$ cat src/rtl/ldm_pkg.sv
package ldm_pkg;

    localparam int SEL_W   = 2;
    localparam int SMP_W   = (1 << SEL_W) - 1;
    localparam int MAX_LOG = (1 << SEL_W) - 1;

    typedef enum logic [2:0] {
        ST_IDLE,
        ST_WAIT_LOW,
        ST_SEND,
        ST_COUNT,
        ST_FINISH
    } ldm_state_e;

    typedef struct packed {
        logic clr;
        logic probe;
        logic run;
        logic add;
        logic finish;
    } ldm_ctrl_t;

    function automatic logic [SMP_W-1:0] last_index(input logic [SEL_W-1:0] sel);
        return SMP_W'((1 << sel) - 1);
    endfunction

endpackage

$ cat src/rtl/ldm_tick_counter.sv
module ldm_tick_counter #(
    parameter int LIMIT = 1 << 20,
    parameter int CNT_W = $clog2(LIMIT + 1)
) (
    input  logic             clk,
    input  logic             rst,
    input  logic             load_i,
    input  logic             run_i,
    output logic [CNT_W-1:0] count_o,
    output logic             expired_o
);

    logic [CNT_W-1:0] cnt_q;

    always_ff @(posedge clk) begin
        if (rst)
            cnt_q <= '0;
        else if (load_i)
            cnt_q <= CNT_W'(1);
        else if (run_i)
            cnt_q <= cnt_q + CNT_W'(1);
    end

    assign count_o   = cnt_q;
    assign expired_o = (cnt_q == CNT_W'(LIMIT));

    p_count_bounded_r9: assert property (@(posedge clk) disable iff (rst)
        cnt_q <= CNT_W'(LIMIT));

endmodule

$ cat src/rtl/ldm_sequencer.sv
module ldm_sequencer
    import ldm_pkg::*;
(
    input  logic             clk,
    input  logic             rst,
    input  logic             start_i,
    input  logic [SEL_W-1:0] sel_i,
    input  logic             rx_valid_i,
    input  logic             expired_i,
    output ldm_ctrl_t        ctrl_o,
    output logic [SEL_W-1:0] sel_o,
    output logic             probe_o,
    output logic             done_o,
    output logic             timeout_o
);

    ldm_state_e       state_q, state_d;
    logic             rx_q;
    logic             rx_rise;
    logic [SMP_W-1:0] smp_q;
    logic [SEL_W-1:0] sel_q;
    logic             done_q;
    logic             tmo_q;
    logic             abort;
    logic             last;

    assign rx_rise = rx_valid_i & ~rx_q;
    assign last    = (smp_q == last_index(sel_q));

    always_comb begin
        state_d = state_q;
        ctrl_o  = '0;
        abort   = 1'b0;
        unique case (state_q)
            ST_IDLE: begin
                if (start_i) begin
                    ctrl_o.clr = 1'b1;
                    state_d    = ST_WAIT_LOW;
                end
            end
            ST_WAIT_LOW: begin
                if (!rx_valid_i)
                    state_d = ST_SEND;
            end
            ST_SEND: begin
                ctrl_o.probe = 1'b1;
                state_d      = ST_COUNT;
            end
            ST_COUNT: begin
                if (rx_rise) begin
                    ctrl_o.add = 1'b1;
                    state_d    = last ? ST_FINISH : ST_WAIT_LOW;
                end else if (expired_i) begin
                    abort   = 1'b1;
                    state_d = ST_IDLE;
                end else begin
                    ctrl_o.run = 1'b1;
                end
            end
            ST_FINISH: begin
                ctrl_o.finish = 1'b1;
                state_d       = ST_IDLE;
            end
            default: state_d = ST_IDLE;
        endcase
    end

    always_ff @(posedge clk) begin
        if (rst) begin
            state_q <= ST_IDLE;
            rx_q    <= 1'b0;
            smp_q   <= '0;
            sel_q   <= '0;
            done_q  <= 1'b0;
            tmo_q   <= 1'b0;
        end else begin
            state_q <= state_d;
            rx_q    <= rx_valid_i;
            done_q  <= ctrl_o.finish;
            if (ctrl_o.clr) begin
                smp_q <= '0;
                sel_q <= sel_i;
                tmo_q <= 1'b0;
            end else begin
                if (ctrl_o.add && !last)
                    smp_q <= smp_q + SMP_W'(1);
                if (abort)
                    tmo_q <= 1'b1;
            end
        end
    end

    assign sel_o     = sel_q;
    assign probe_o   = (state_q == ST_SEND);
    assign done_o    = done_q;
    assign timeout_o = tmo_q;

    p_probe_one_cycle_r2: assert property (@(posedge clk) disable iff (rst)
        probe_o |=> !probe_o);

    p_probe_after_low_r3: assert property (@(posedge clk) disable iff (rst)
        $rose(probe_o) |-> !$past(rx_valid_i));

    p_done_pulse_r8: assert property (@(posedge clk) disable iff (rst)
        done_o |=> !done_o);

    p_no_done_on_timeout_r9: assert property (@(posedge clk) disable iff (rst)
        $rose(timeout_o) |-> !done_o);

endmodule

$ cat src/rtl/ldm_accumulator.sv
module ldm_accumulator
    import ldm_pkg::*;
#(
    parameter int CNT_W  = 21,
    parameter int ACC_W  = CNT_W + MAX_LOG,
    parameter int DLY_W  = 28,
    parameter int FRAC_W = 4
) (
    input  logic             clk,
    input  logic             rst,
    input  logic             clr_i,
    input  logic             add_i,
    input  logic             finish_i,
    input  logic [CNT_W-1:0] sample_i,
    input  logic [SEL_W-1:0] sel_i,
    input  logic [DLY_W-1:0] base_i,
    output logic [DLY_W-1:0] delay_o,
    output logic [DLY_W-1:0] total_o
);

    localparam int WIDE = (ACC_W + FRAC_W > DLY_W) ? ACC_W + FRAC_W : DLY_W;

    logic [ACC_W-1:0] acc_q;
    logic [DLY_W-1:0] base_q;
    logic [DLY_W-1:0] delay_q;
    logic [DLY_W-1:0] total_q;
    logic [WIDE-1:0]  acc_ext;
    logic [WIDE-1:0]  scaled;
    logic [DLY_W-1:0] delay_d;

    assign acc_ext = WIDE'(acc_q);
    assign scaled  = (acc_ext << FRAC_W) >> (int'(sel_i) + 1);
    assign delay_d = scaled[DLY_W-1:0];

    always_ff @(posedge clk) begin
        if (rst) begin
            acc_q   <= '0;
            base_q  <= '0;
            delay_q <= '0;
            total_q <= '0;
        end else if (clr_i) begin
            acc_q   <= '0;
            base_q  <= base_i;
            delay_q <= '0;
            total_q <= '0;
        end else begin
            if (add_i)
                acc_q <= acc_q + ACC_W'(sample_i);
            if (finish_i) begin
                delay_q <= delay_d;
                total_q <= base_q + delay_d;
            end
        end
    end

    assign delay_o = delay_q;
    assign total_o = total_q;

    p_acc_monotonic_r6: assert property (@(posedge clk) disable iff (rst)
        add_i |=> acc_q >= $past(acc_q));

    p_hold_results_r8: assert property (@(posedge clk) disable iff (rst)
        (!clr_i && !finish_i) |=> $stable(delay_q) && $stable(total_q));

endmodule

$ cat src/rtl/link_delay_meter.sv
module link_delay_meter
    import ldm_pkg::*;
#(
    parameter int TIMEOUT_TICKS = 1 << 20,
    parameter int DLY_W         = 28,
    parameter int FRAC_W        = 4
) (
    input  logic             clk,
    input  logic             rst,
    input  logic             start_i,
    input  logic [1:0]       samples_sel_i,
    input  logic             rx_valid_i,
    input  logic [27:0]      base_delay_i,
    output logic             probe_o,
    output logic [27:0]      delay_o,
    output logic [27:0]      total_delay_o,
    output logic             done_o,
    output logic             timeout_o
);

    localparam int CNT_W = $clog2(TIMEOUT_TICKS + 1);
    localparam int ACC_W = CNT_W + MAX_LOG;

    ldm_ctrl_t        ctrl;
    logic [SEL_W-1:0] sel;
    logic [CNT_W-1:0] count;
    logic             expired;

    ldm_sequencer u_seq (
        .clk        (clk),
        .rst        (rst),
        .start_i    (start_i),
        .sel_i      (samples_sel_i),
        .rx_valid_i (rx_valid_i),
        .expired_i  (expired),
        .ctrl_o     (ctrl),
        .sel_o      (sel),
        .probe_o    (probe_o),
        .done_o     (done_o),
        .timeout_o  (timeout_o)
    );

    ldm_tick_counter #(
        .LIMIT (TIMEOUT_TICKS),
        .CNT_W (CNT_W)
    ) u_cnt (
        .clk       (clk),
        .rst       (rst),
        .load_i    (ctrl.probe),
        .run_i     (ctrl.run),
        .count_o   (count),
        .expired_o (expired)
    );

    ldm_accumulator #(
        .CNT_W  (CNT_W),
        .ACC_W  (ACC_W),
        .DLY_W  (DLY_W),
        .FRAC_W (FRAC_W)
    ) u_acc (
        .clk      (clk),
        .rst      (rst),
        .clr_i    (ctrl.clr),
        .add_i    (ctrl.add),
        .finish_i (ctrl.finish),
        .sample_i (count),
        .sel_i    (sel),
        .base_i   (base_delay_i),
        .delay_o  (delay_o),
        .total_o  (total_delay_o)
    );

endmodule

$ cat config.mk
export PLATFORM = sky130hd
export DESIGN_NAME = link_delay_meter
export DESIGN_NICKNAME = d
export VERILOG_FILES = /design/src/rtl/ldm_pkg.sv /design/src/rtl/ldm_tick_counter.sv /design/src/rtl/ldm_sequencer.sv /design/src/rtl/ldm_accumulator.sv /design/src/rtl/link_delay_meter.sv
export SDC_FILE = /design/constraint.sdc
export NUM_CORES = 1
export LEC_CHECK = 0
export ABC_AREA = 1
export BUFFER_PORTS_ARGS = -buffer_cell sky130_fd_sc_hd__clkbuf_2
export CAP_MARGIN = 20
export CORE_MARGIN = 2
export CORE_UTILIZATION = 50
export CTS_CLUSTER_DIAMETER = 80
export DETAILED_ROUTE_END_ITERATION = 7
export GPL_ROUTABILITY_DRIVEN = 0
export PLACE_DENSITY = 0.67
export SLEW_MARGIN = 10
export SYNTH_ARGS = -nofsm -noshare
export SYNTH_HDL_FRONTEND = slang
export SYNTH_HIERARCHICAL = 1
export SYNTH_SLANG_ARGS = --single-unit
$ cat constraint.sdc
create_clock -name clk -period 4.5 [get_ports clk]
set_input_delay 0.45 -clock clk [delete_from_list [all_inputs] [get_ports clk]]
set_output_delay 0.45 -clock clk [all_outputs]
set_load 0.01 [all_outputs]
==> flow_summary.toml <==
[synthesis]
synth.top_cell.area_share = 0.283
ys_warn_count = 6
ys_ff_latch = 139
synth_seq_area_share = 0.283
synthArstFlopShare = 0
synth_area_um2 = 9820
syn_avg_cell_area_um2 = 6.04
synth-edff-count = 0
synth_fp_nets = 1714
synthTopCellsByArea = "dfxtp_1, nand2_1, inv_1, a21oi_1, ha_1"
synth_ff_type = "dfxtp_1"
synth_cell_types = 37
synth_cells = 1627
synth_top_cell_by_area = "dfxtp_1"

[die]
die_h_um = 144
die_area_um2 = 20800
ios = 93
std_cell_rows = 51
core_area_um2 = 19400
start_util = 0.506
die_x_um = 144

[setup_path]
crit_path_max_incr_delay_ns = 0.77
cp_slowest_cell = "inv_1"
cp.required_ns = 4.82
worstPathArrival_ns = 3.56
crit_chain = "buf_4 > inv_1 > nor2_1 > ha_1 > fa_1 > nand3_1 > nand3_2 > nand2_1 > nand2_1 > nand3_1 > a21o_1 > nand3_1 > nand2_1 > inv_1"
cp-end-kind = "flip-flop"
startpoint_type = "flip-flop"
rr_worst_depth = 14
critical_path.max_fanout = 43
criticalPathCategory = "flip-flop to flip-flop"

[global_routing]
antenna_found_initial = 0
grt_pass1_vias = 9225
grt_start_max_net_pins = 95
grt_pass1_wl_mm = 43.8
grt.overflow.total = 0
grt_util_all_layers = 0.268

[cells_and_area]
multi_input_area_um2 = 5740
drive_gt1_frac = 0.111
nFillCells = 1989
layout_common_cells = "nand2_1, inv_1, nor2_1, dfxtp_1, a21oi_1"
fin_nets = 1785
n_antenna_cell = 0
final_common_cell = "nand2_1"
layout.area.seq_um2 = 2780
area_growth_syn_to_layout_pct = 12.7
final_cell_count_no_fill = 1973
utilization = 0.570
final_cell_area_um2 = 11100

[sta]
setup-tns-final_ns = 0
maxSlewHeadroom = 0.305
whs_ns = 0.253
layout_setup_ws_ns = 1.25
tightest_slew_ns = 1.04
finalSetupViolCount = 0
period_minus_slack_ns = 3.25
max_freq_mhz = 308
finalHoldViolations = 0
finalMaxSlewViolations = 0
rsz0062_at_grt = "no"
clock_skew_ns = 0.0107
fin_crit_sh = 0.721

[place]
place_inst = 1944
dp_hpwl_mm = 20.9
placed_area_um2 = 10400
io_buffers = 91
detailedPlace.worstSlack_ns = 1.30

[detailed_routing]
first_pass_iters = 6
first_iter_violations = 667
finalWirelength_mm = 27.2
viasPerCell = 5.07
wl_per_cell_um = 13.8
antenna_left = 0
num_vias = 10000
route.detailed.drc = 0

[clock_network]
cts.sinks = 139
clk_path_buf_depth = 2
cts-resized-gates = 0
cts.reportedPaths.clkPinSlew_ns = 0.06
clockRootBuffer = "clkbuf_16"
cts_tree = "yes"
post_cts_buffers = 0
clock_latency_ns = 0.43
htree_levels = 4
numCtsBuffers = 17
holdBufCountCts = 0

[pwr]
ir_drop_mv = 0.270
p_leak_nw = 5.97
total_power_mw = 3.70
powerDensity_nw_per_um2 = 334

[status]
status = "finished clean"

[min_path]
hp-class = "input pin to flip-flop"
min_delay_path_depth = 3

[job]
maxCapViolations = 0
## power breakdown
group / leakage [nW] / internal, mW / total [mW] / switching [mW]
Sequential: 1.12 / 1.27 / 1.31 / 0.0399
Clock: 0.305 / 1.00 / 1.54 / 0.536
Combinational: 4.54 / 0.267 / 0.849 / 0.582
Total: 5.97 / 2.54 / 3.70 / 1.16
## path summary, 6_finish.rpt
kind                                         end                          from  slack [ns]
setup / recovery  u_acc/total_o[14]$_SDFFE_PP0P_   u_seq/sel_o[1]$_SDFFE_PP0P_        1.25
hold / removal             u_seq/rx_q$_SDFF_PP0_                    rx_valid_i        0.25
setup reg to reg  u_acc/total_o[14]$_SDFFE_PP0P_   u_seq/sel_o[1]$_SDFFE_PP0P_        1.25
hold reg to reg     u_acc/base_q[8]$_SDFFE_PP0P_  u_acc/base_q[8]$_SDFFE_PP0P_        0.47
## flip-flops by register name, summed over array words and instances (netlist names)
name             count
u_acc/base_q        28
u_acc/total_o       28
u_acc/delay_o       27
u_acc/acc_q         24
u_cnt/count_o       21
u_seq/smp_q          3
u_seq/state_q        3
u_seq/sel_o          2
u_seq/done_o         1
u_seq/rx_q           1
u_seq/timeout_o      1
## metal layers
metal / up-vias / wire, µm / global-route usage
li1: 5240 / - / -
met1: 4487 / 12200 / 0.332
met2: 229 / 13100 / 0.468
met3: 54 / 1070 / 0.0374
met4: 0 / 854 / 0.110
met5: - / 0 / 0
## cells in the mapped netlist, types with 7 or more instances
| cell | count |
|---|---|
| a21oi_1 | 133 |
| buf_2 | 10 |
| buf_4 | 7 |
| clkbuf_1 | 24 |
| dfxtp_1 | 139 |
| ha_1 | 51 |
| inv_1 | 281 |
| inv_2 | 8 |
| nand2_1 | 470 |
| nand2_2 | 16 |
| nand3_1 | 95 |
| nand3_2 | 9 |
| nand4_1 | 21 |
| nor2_1 | 160 |
| nor2_2 | 12 |
| nor2_4 | 11 |
| nor3_1 | 8 |
| o21ai_0 | 111 |
| xor2_1 | 18 |
## critical path: cells and delay by family, from the launching register on
kind / cells / cell delay (ns)
adder cells (fa/ha/maj): 2 / 0.73
AND/OR/NAND/NOR: 8 / 1.01
flip-flops: 1 / 0.29
AO/OA/AOI/OAI: 1 / 0.12
buffers and inverters: 3 / 0.99
## final cells by class
class	instances	area share
multi-input combinational	1153	0.518
sequential	139	0.251
inverter	290	0.0984
timing repair buffer	97	0.0452
clock buffer	21	0.0416
tap	265	0.0300
clock inverter	8	0.0151
## logic make-up after synthesis
| kind of cell | after synthesis | share of synthesized area |
|---|---|---|
| adders and majority gates | 53 | 0.0690 |
| and+or+nand+nor | 813 | 0.356 |
| buffers and inverters | 335 | 0.134 |
| xor gates and xnor gates | 20 | 0.0178 |
| muxes | 2 | 0.00204 |
| AOI/OAI and AO/OA | 264 | 0.138 |
| DFF | 139 | 0.283 |
| other | 1 | 0.000382 |
Power figures use the tool's default switching activity.
